## config.mk

```make
export PLATFORM = sky130hd
export DESIGN_NAME = sdram_init_seq
export DESIGN_NICKNAME = d
export VERILOG_FILES = /design/src/rtl/sdram_init_pkg.sv /design/src/rtl/sdram_init_words.sv /design/src/rtl/sdram_init_script.sv /design/src/rtl/sdram_init_pins.sv /design/src/rtl/sdram_init_seq.sv
export SDC_FILE = /design/constraint.sdc
export NUM_CORES = 1
export LEC_CHECK = 0
export ABC_AREA = 1
export ABC_CLOCK_PERIOD_IN_PS = 1600
export BUFFER_PORTS_ARGS = -buffer_cell sky130_fd_sc_hd__clkbuf_2
export CAP_MARGIN = 20
export CORE_AREA = 2 2 48 84
export DETAILED_ROUTE_END_ITERATION = 6
export DIE_AREA = 0 0 50 86
export PLACE_DENSITY = 0.78
export RECOVER_POWER = 25
export SLEW_MARGIN = 10
export SYNTH_ARGS = -nofsm -noshare
export SYNTH_HDL_FRONTEND = slang
export SYNTH_SLANG_ARGS = --single-unit
```

## constraint.sdc

```tcl
create_clock -name clk -period 1.6 [get_ports clk]
set_clock_uncertainty 0.05 [all_clocks]
set_input_delay 0.16 -clock clk [delete_from_list [all_inputs] [get_ports clk]]
set_output_delay 0.16 -clock clk [all_outputs]
set_load 0.02 [all_outputs]
```

## src/rtl/sdram_init_pkg.sv

```systemverilog
package sdram_init_pkg;

    typedef enum logic [2:0] {
        STP_POWERUP,
        STP_AFTER_PRE,
        STP_AFTER_REF1,
        STP_AFTER_REF2,
        STP_AFTER_MRS,
        STP_AFTER_EMRS,
        STP_READY
    } step_e;

    typedef enum logic [1:0] {
        CMD_NOP,
        CMD_PRECHARGE,
        CMD_REFRESH,
        CMD_LOAD_MODE
    } cmd_e;

    // Round a duration up to whole clock cycles, never below one.
    function automatic int ns_to_cycles(input int dur_ns, input int clk_mhz);
        int c;
        c = (dur_ns * clk_mhz + 999) / 1000;
        return (c < 1) ? 1 : c;
    endfunction

endpackage

```

## src/rtl/sdram_init_words.sv

```systemverilog
module sdram_init_words
    import sdram_init_pkg::*;
#(
    parameter int ADDR_W = 12
) (
    input  logic [2:0]        burst_len,
    input  logic              burst_interleave,
    input  logic [2:0]        cas_lat,
    input  logic [1:0]        op_mode,
    input  logic              wr_single,
    input  logic [2:0]        refresh_span,
    input  logic [1:0]        drive_sel,
    output logic [ADDR_W-1:0] std_word,
    output logic [ADDR_W-1:0] ext_word
);
    // Field positions are decoded by the memory itself, so they are fixed.
    localparam int STD_USED = 10;
    localparam int EXT_USED = 7;

    logic [STD_USED-1:0] std_low;
    logic [EXT_USED-1:0] ext_low;

    always_comb begin
        std_low = {wr_single, op_mode, cas_lat, burst_interleave, burst_len};
        ext_low = {drive_sel, 2'b00, refresh_span};
    end

    // Every bit above the used fields is forced to zero.
    for (genvar b = 0; b < ADDR_W; b++) begin : g_bits
        if (b < STD_USED) begin : g_std
            assign std_word[b] = std_low[b];
        end else begin : g_std_zero
            assign std_word[b] = 1'b0;
        end
        if (b < EXT_USED) begin : g_ext
            assign ext_word[b] = ext_low[b];
        end else begin : g_ext_zero
            assign ext_word[b] = 1'b0;
        end
    end

endmodule

```

## src/rtl/sdram_init_script.sv

```systemverilog
module sdram_init_script
    import sdram_init_pkg::*;
#(
    parameter int CNT_W   = 15,
    parameter int RP_CYC  = 5,
    parameter int RFC_CYC = 18,
    parameter int MRD_CYC = 2
) (
    input  step_e             step,
    output step_e             next_step,
    output cmd_e              next_cmd,
    output logic              next_ext,
    output logic [CNT_W-1:0]  next_reload
);
    localparam logic [CNT_W-1:0] RP_LOAD  = CNT_W'(RP_CYC - 1);
    localparam logic [CNT_W-1:0] RFC_LOAD = CNT_W'(RFC_CYC - 1);
    localparam logic [CNT_W-1:0] MRD_LOAD = CNT_W'(MRD_CYC - 1);

    // One row per script step: what to issue when its gap runs out.
    always_comb begin
        next_step   = STP_READY;
        next_cmd    = CMD_NOP;
        next_ext    = 1'b0;
        next_reload = '0;
        unique case (step)
            STP_POWERUP: begin
                next_step   = STP_AFTER_PRE;
                next_cmd    = CMD_PRECHARGE;
                next_reload = RP_LOAD;
            end
            STP_AFTER_PRE: begin
                next_step   = STP_AFTER_REF1;
                next_cmd    = CMD_REFRESH;
                next_reload = RFC_LOAD;
            end
            STP_AFTER_REF1: begin
                next_step   = STP_AFTER_REF2;
                next_cmd    = CMD_REFRESH;
                next_reload = RFC_LOAD;
            end
            STP_AFTER_REF2: begin
                next_step   = STP_AFTER_MRS;
                next_cmd    = CMD_LOAD_MODE;
                next_reload = MRD_LOAD;
            end
            STP_AFTER_MRS: begin
                next_step   = STP_AFTER_EMRS;
                next_cmd    = CMD_LOAD_MODE;
                next_ext    = 1'b1;
                next_reload = MRD_LOAD;
            end
            STP_AFTER_EMRS: begin
                next_step   = STP_READY;
            end
            default: begin
                next_step   = STP_READY;
            end
        endcase
    end

endmodule

```

## src/rtl/sdram_init_pins.sv

```systemverilog
module sdram_init_pins
    import sdram_init_pkg::*;
#(
    parameter int ADDR_W = 12,
    parameter int BA_W   = 2
) (
    input  cmd_e              cmd,
    input  logic              ext_sel,
    input  logic [ADDR_W-1:0] word,
    output logic              cs_n,
    output logic              ras_n,
    output logic              cas_n,
    output logic              we_n,
    output logic [BA_W-1:0]   ba,
    output logic [ADDR_W-1:0] addr
);
    localparam int ALL_BANKS_BIT = 10;
    localparam logic [BA_W-1:0] EXT_BANK = BA_W'(2);

    always_comb begin
        cs_n  = 1'b0;
        ras_n = 1'b1;
        cas_n = 1'b1;
        we_n  = 1'b1;
        ba    = '0;
        addr  = '0;
        unique case (cmd)
            CMD_PRECHARGE: begin
                ras_n = 1'b0;
                we_n  = 1'b0;
                addr[ALL_BANKS_BIT] = 1'b1;
            end
            CMD_REFRESH: begin
                ras_n = 1'b0;
                cas_n = 1'b0;
            end
            CMD_LOAD_MODE: begin
                ras_n = 1'b0;
                cas_n = 1'b0;
                we_n  = 1'b0;
                ba    = ext_sel ? EXT_BANK : '0;
                addr  = word;
            end
            default: begin
            end
        endcase
    end

endmodule

```

## src/rtl/sdram_init_seq.sv

```systemverilog
module sdram_init_seq
    import sdram_init_pkg::*;
#(
    parameter int CLK_MHZ     = 250,
    parameter int T_PWRUP_NS  = 100000,
    parameter int T_RP_NS     = 20,
    parameter int T_RFC_NS    = 70,
    parameter int T_MRD_CYC   = 2,
    parameter int ADDR_W      = 12,
    parameter int BA_W        = 2
) (
    input  logic              clk,
    input  logic              rst,
    input  logic [2:0]        burst_len,
    input  logic              burst_interleave,
    input  logic [2:0]        cas_lat,
    input  logic [1:0]        op_mode,
    input  logic              wr_single,
    input  logic [2:0]        refresh_span,
    input  logic [1:0]        drive_sel,
    output logic              sd_cke,
    output logic              sd_cs_n,
    output logic              sd_ras_n,
    output logic              sd_cas_n,
    output logic              sd_we_n,
    output logic [BA_W-1:0]   sd_ba,
    output logic [ADDR_W-1:0] sd_addr,
    output logic              init_done
);
    localparam int PW_CYC  = ns_to_cycles(T_PWRUP_NS, CLK_MHZ);
    localparam int RP_CYC  = ns_to_cycles(T_RP_NS, CLK_MHZ);
    localparam int RFC_CYC = ns_to_cycles(T_RFC_NS, CLK_MHZ);
    localparam int MRD_CYC = (T_MRD_CYC < 1) ? 1 : T_MRD_CYC;
    localparam int MAX_A   = (PW_CYC > RFC_CYC) ? PW_CYC : RFC_CYC;
    localparam int MAX_B   = (RP_CYC > MRD_CYC) ? RP_CYC : MRD_CYC;
    localparam int MAX_CYC = (MAX_A > MAX_B) ? MAX_A : MAX_B;
    localparam int CNT_W   = $clog2(MAX_CYC + 1);
    localparam logic [CNT_W-1:0] PW_LOAD = CNT_W'(PW_CYC - 1);

    typedef struct packed {
        step_e              step;
        logic [CNT_W-1:0]   cnt;
        cmd_e               cmd;
        logic               ext;
        logic [ADDR_W-1:0]  word;
        logic               cke;
        logic               done;
    } seq_t;

    seq_t s_d, s_q;

    logic [ADDR_W-1:0] std_word, ext_word;
    step_e             nx_step;
    cmd_e              nx_cmd;
    logic              nx_ext;
    logic [CNT_W-1:0]  nx_reload;

    sdram_init_words #(.ADDR_W(ADDR_W)) u_words (
        .burst_len        (burst_len),
        .burst_interleave (burst_interleave),
        .cas_lat          (cas_lat),
        .op_mode          (op_mode),
        .wr_single        (wr_single),
        .refresh_span     (refresh_span),
        .drive_sel        (drive_sel),
        .std_word         (std_word),
        .ext_word         (ext_word)
    );

    sdram_init_script #(
        .CNT_W   (CNT_W),
        .RP_CYC  (RP_CYC),
        .RFC_CYC (RFC_CYC),
        .MRD_CYC (MRD_CYC)
    ) u_script (
        .step        (s_q.step),
        .next_step   (nx_step),
        .next_cmd    (nx_cmd),
        .next_ext    (nx_ext),
        .next_reload (nx_reload)
    );

    always_comb begin
        s_d      = s_q;
        s_d.cmd  = CMD_NOP;
        s_d.ext  = 1'b0;
        s_d.word = '0;
        s_d.cke  = 1'b1;
        if (s_q.step != STP_READY) begin
            if (s_q.cnt == '0) begin
                s_d.step = nx_step;
                s_d.cnt  = nx_reload;
                s_d.cmd  = nx_cmd;
                s_d.ext  = nx_ext;
                s_d.word = nx_ext ? ext_word : std_word;
                s_d.done = (nx_step == STP_READY);
            end else begin
                s_d.cnt = s_q.cnt - 1'b1;
            end
        end
    end

    always_ff @(posedge clk) begin
        if (rst) begin
            s_q.step <= STP_POWERUP;
            s_q.cnt  <= PW_LOAD;
            s_q.cmd  <= CMD_NOP;
            s_q.ext  <= 1'b0;
            s_q.word <= '0;
            s_q.cke  <= 1'b0;
            s_q.done <= 1'b0;
        end else begin
            s_q <= s_d;
        end
    end

    sdram_init_pins #(.ADDR_W(ADDR_W), .BA_W(BA_W)) u_pins (
        .cmd     (s_q.cmd),
        .ext_sel (s_q.ext),
        .word    (s_q.word),
        .cs_n    (sd_cs_n),
        .ras_n   (sd_ras_n),
        .cas_n   (sd_cas_n),
        .we_n    (sd_we_n),
        .ba      (sd_ba),
        .addr    (sd_addr)
    );

    assign sd_cke    = s_q.cke;
    assign init_done = s_q.done;

endmodule

```

==> impl_metrics.env <==
export IMPL_final_area_mm2=0.00219
export IMPL_hold_class="in2reg"
export IMPL_synth_async_reset_ratio=0
export IMPL_period_minus_slack_ns=1.58
export IMPL_outcome="finished clean"
export IMPL_critPathLaunchType="flip-flop"
export IMPL_cap_violations=0
export IMPL_nFillCells=340
export IMPL_worstPathMaxFanout=5
export IMPL_htree_levels=2
export IMPL_critPathKind="reg2reg"
export IMPL_whs_ns=0.0246
export IMPL_post_route_period_util=0.988
export IMPL_wl_per_cell_um=11.5
export IMPL_placed_area_mm2=0.00203
export IMPL_ios=37
export IMPL_ant_nets=0
export IMPL_initial_core_util=0.493
export IMPL_drc=0
export IMPL_synth_enable_flop_cells=0
export IMPL_powerDensity_mw_per_mm2=792
export IMPL_wl_um=4180
export IMPL_worstMarginPinSlew_ns=0.703
export IMPL_fmax_mhz=632
export IMPL_vias_per_cell=4.90
export IMPL_synthFlopType="dfxtp_1"
export IMPL_holdBufCountCts=0
export IMPL_fin_setup_tns_ns=0
export IMPL_syn_area_mm2=0.00177
export IMPL_vias=1773
export IMPL_die_area_mm2=0.00430
export IMPL_antenna_found_initial=0
export IMPL_rows=29
export IMPL_synth_top_cell_area_share=0.373
export IMPL_gp_congestion=0.926
export IMPL_numPlacedInstances=350
export IMPL_nets=334
export IMPL_die_height_um=86
export IMPL_cp_data_required_time_ns=1.77
export IMPL_hpwl_um=3240
export IMPL_area_delta_synth_final_pct=23.8
export IMPL_cts_max_path_buffers=2
export IMPL_grt_max_degree=18
export IMPL_stdcell_count=362
export IMPL_yosysUniqueCellTypes=26
export IMPL_synth_cells=267
export IMPL_p_leak_nw=1.02
export IMPL_setup_violations_final=0
export IMPL_cts_root_buf="clkbuf_8"
export IMPL_arrival_ns=1.75
export IMPL_numCtsBuffers=5
export IMPL_ys_warn_count=0
export IMPL_end_kind="flip-flop"
export IMPL_clkSlewWorstSetupHoldPaths_ns=0.06
export IMPL_ys_seq_area_frac=0.373
export IMPL_relSlewSlack=0.531
export IMPL_hold_viol=0
export IMPL_drtIter0Drc=33
export IMPL_post_synth_cell_area_avg_um2=6.63
export IMPL_grt_pass1_wl_um=6940
export IMPL_grt_overflow=0
export IMPL_synth_seq_cells=33
export IMPL_port_buffers=33
export IMPL_insertion_delay_ns=0.28
export IMPL_die_w_um=50
export IMPL_cts_sinks=33
export IMPL_dr_pass1_iters=4
export IMPL_synth_area_leaders="dfxtp_1 37%, nand2_1 11%, nor2_1 11%, inv_1 10%, nand4_1 6.0%"
export IMPL_grtUsageTotal=0.207
export IMPL_diodes=0
export IMPL_grt_pass1_vias=1712
export IMPL_maxSlewViolCount=0
export IMPL_final_layout_size_suffix_gt1_frac=0.228
export IMPL_cts_tree="yes"
export IMPL_power_mw=1.74
export IMPL_peakVddDrop_mv=0.714
export IMPL_core_area_mm2=0.00359
export IMPL_yosysTopAreaCell="dfxtp_1"
export IMPL_rsz0062_at_grt="true"
[critical path, cell delays in order, from the launching register on]
cell and delay, ns:
dfxtp_2 0.33, inv_4 0.07, ha_4 0.13, inv_2 0.03
nor2_1 0.09, nand2_1 0.09, nor2_4 0.14, nand2_4 0.10
nor3_4 0.26, nand2_2 0.12, nor2_1 0.11
[kinds of logic (layout without fill, tap and decap cells)]
group | count (synthesis) | count (layout) | share of synthesized area
AND/OR/NAND/NOR | 152 | 153 | 0.405
buffers and inverters | 57 | 103 | 0.135
flip-flops | 33 | 33 | 0.373
AO/OA/AOI/OAI | 20 | 20 | 0.0608
adder cells (fa/ha/maj) | 2 | 2 | 0.0141
XOR/XNOR | 2 | 2 | 0.00990
other | 1 | 3 | 0.00212
[synth_stat cells, drive strengths merged (2+ instances only)]
| cell | count |
|---|---|
| nor2 | 58 |
| nor3 | 2 |
| nand3 | 17 |
| nand2 | 57 |
| o21ai | 8 |
| o21bai | 2 |
| a21oi | 9 |
| dfxtp | 33 |
| xor2 | 2 |
| ha | 2 |
| buf | 7 |
| nand4 | 17 |
| inv | 49 |
[power by group]
group / internal, mW / switching (mW) / leakage [nW]
sequential: 0.831 / 0.00730 / 0.267
combinational: 0.0450 / 0.0615 / 0.691
clock: 0.507 / 0.283 / 0.0585
total: 1.38 / 0.352 / 1.02
[per-layer routing]
layer,wire (µm),share of wire,vias up,GRT usage
met4,213,0.051,0,0.149
met3,158,0.038,20,0.0436
met5,0,0,-,0
met1,1510,0.36,783,0.190
li1,-,-,917,-
met2,2290,0.55,53,0.385
[per-stage QoR]
stage	util	setup WS, ns
4_1_cts	0.599	0.0255
2_1_floorplan	-	0.144
3_3_place_gp	0.566	0.0419
5_1_grt	0.610	-0.0658
3_5_place_dp	0.566	0.0259
6_report	0.610	0.0187
[cell usage in the layout, fill, tap and decap left out, drive strengths merged]
master	n
nor2	59
nand2	57
o21bai	2
nand3	17
buf	12
bufinv	1
clkbuf	41
xor2	2
inv	49
nor3	2
a21oi	9
o21ai	8
conb	3
and2	1
nand4	17
dfxtp	33
o211ai	1
ha	2
[final cells by class]
class / instances / area, µm² / share of cell area
well taps: 46 / 57.6 / 0.0263
clock inverters: 1 / 30.0 / 0.0137
inverters: 49 / 189 / 0.0862
flip-flops and latches: 33 / 663 / 0.303
clock buffers: 7 / 86.3 / 0.0394
repair buffers: 46 / 251 / 0.115
multi-input cells: 180 / 913 / 0.417
[final timing paths]
| check | from | end | slack [ns] | cells past startpoint |
|---|---|---|---|---|
| setup reg to reg | s_q[18] | s_q[10] | 0.02 | 10 |
| hold reg to reg | init_done | init_done | 0.42 | 2 |
| setup / recovery | s_q[18] | s_q[10] | 0.02 | 10 |
| hold / removal | burst_interleave | s_q[5] | 0.02 | 3 |
[sequential cells by signal, summed over array words and instances, names as in the netlist]
name / flops
init_done: 1
sd_cke: 1
s_q: 31
[what timing repair did]
action,CTS,global route
setup endpoints to repair,2,28
buffers inserted,0,3
cloned,0,1
resized for setup,1,13
pin swaps,0,9
(Power assumes the default switching activity.)
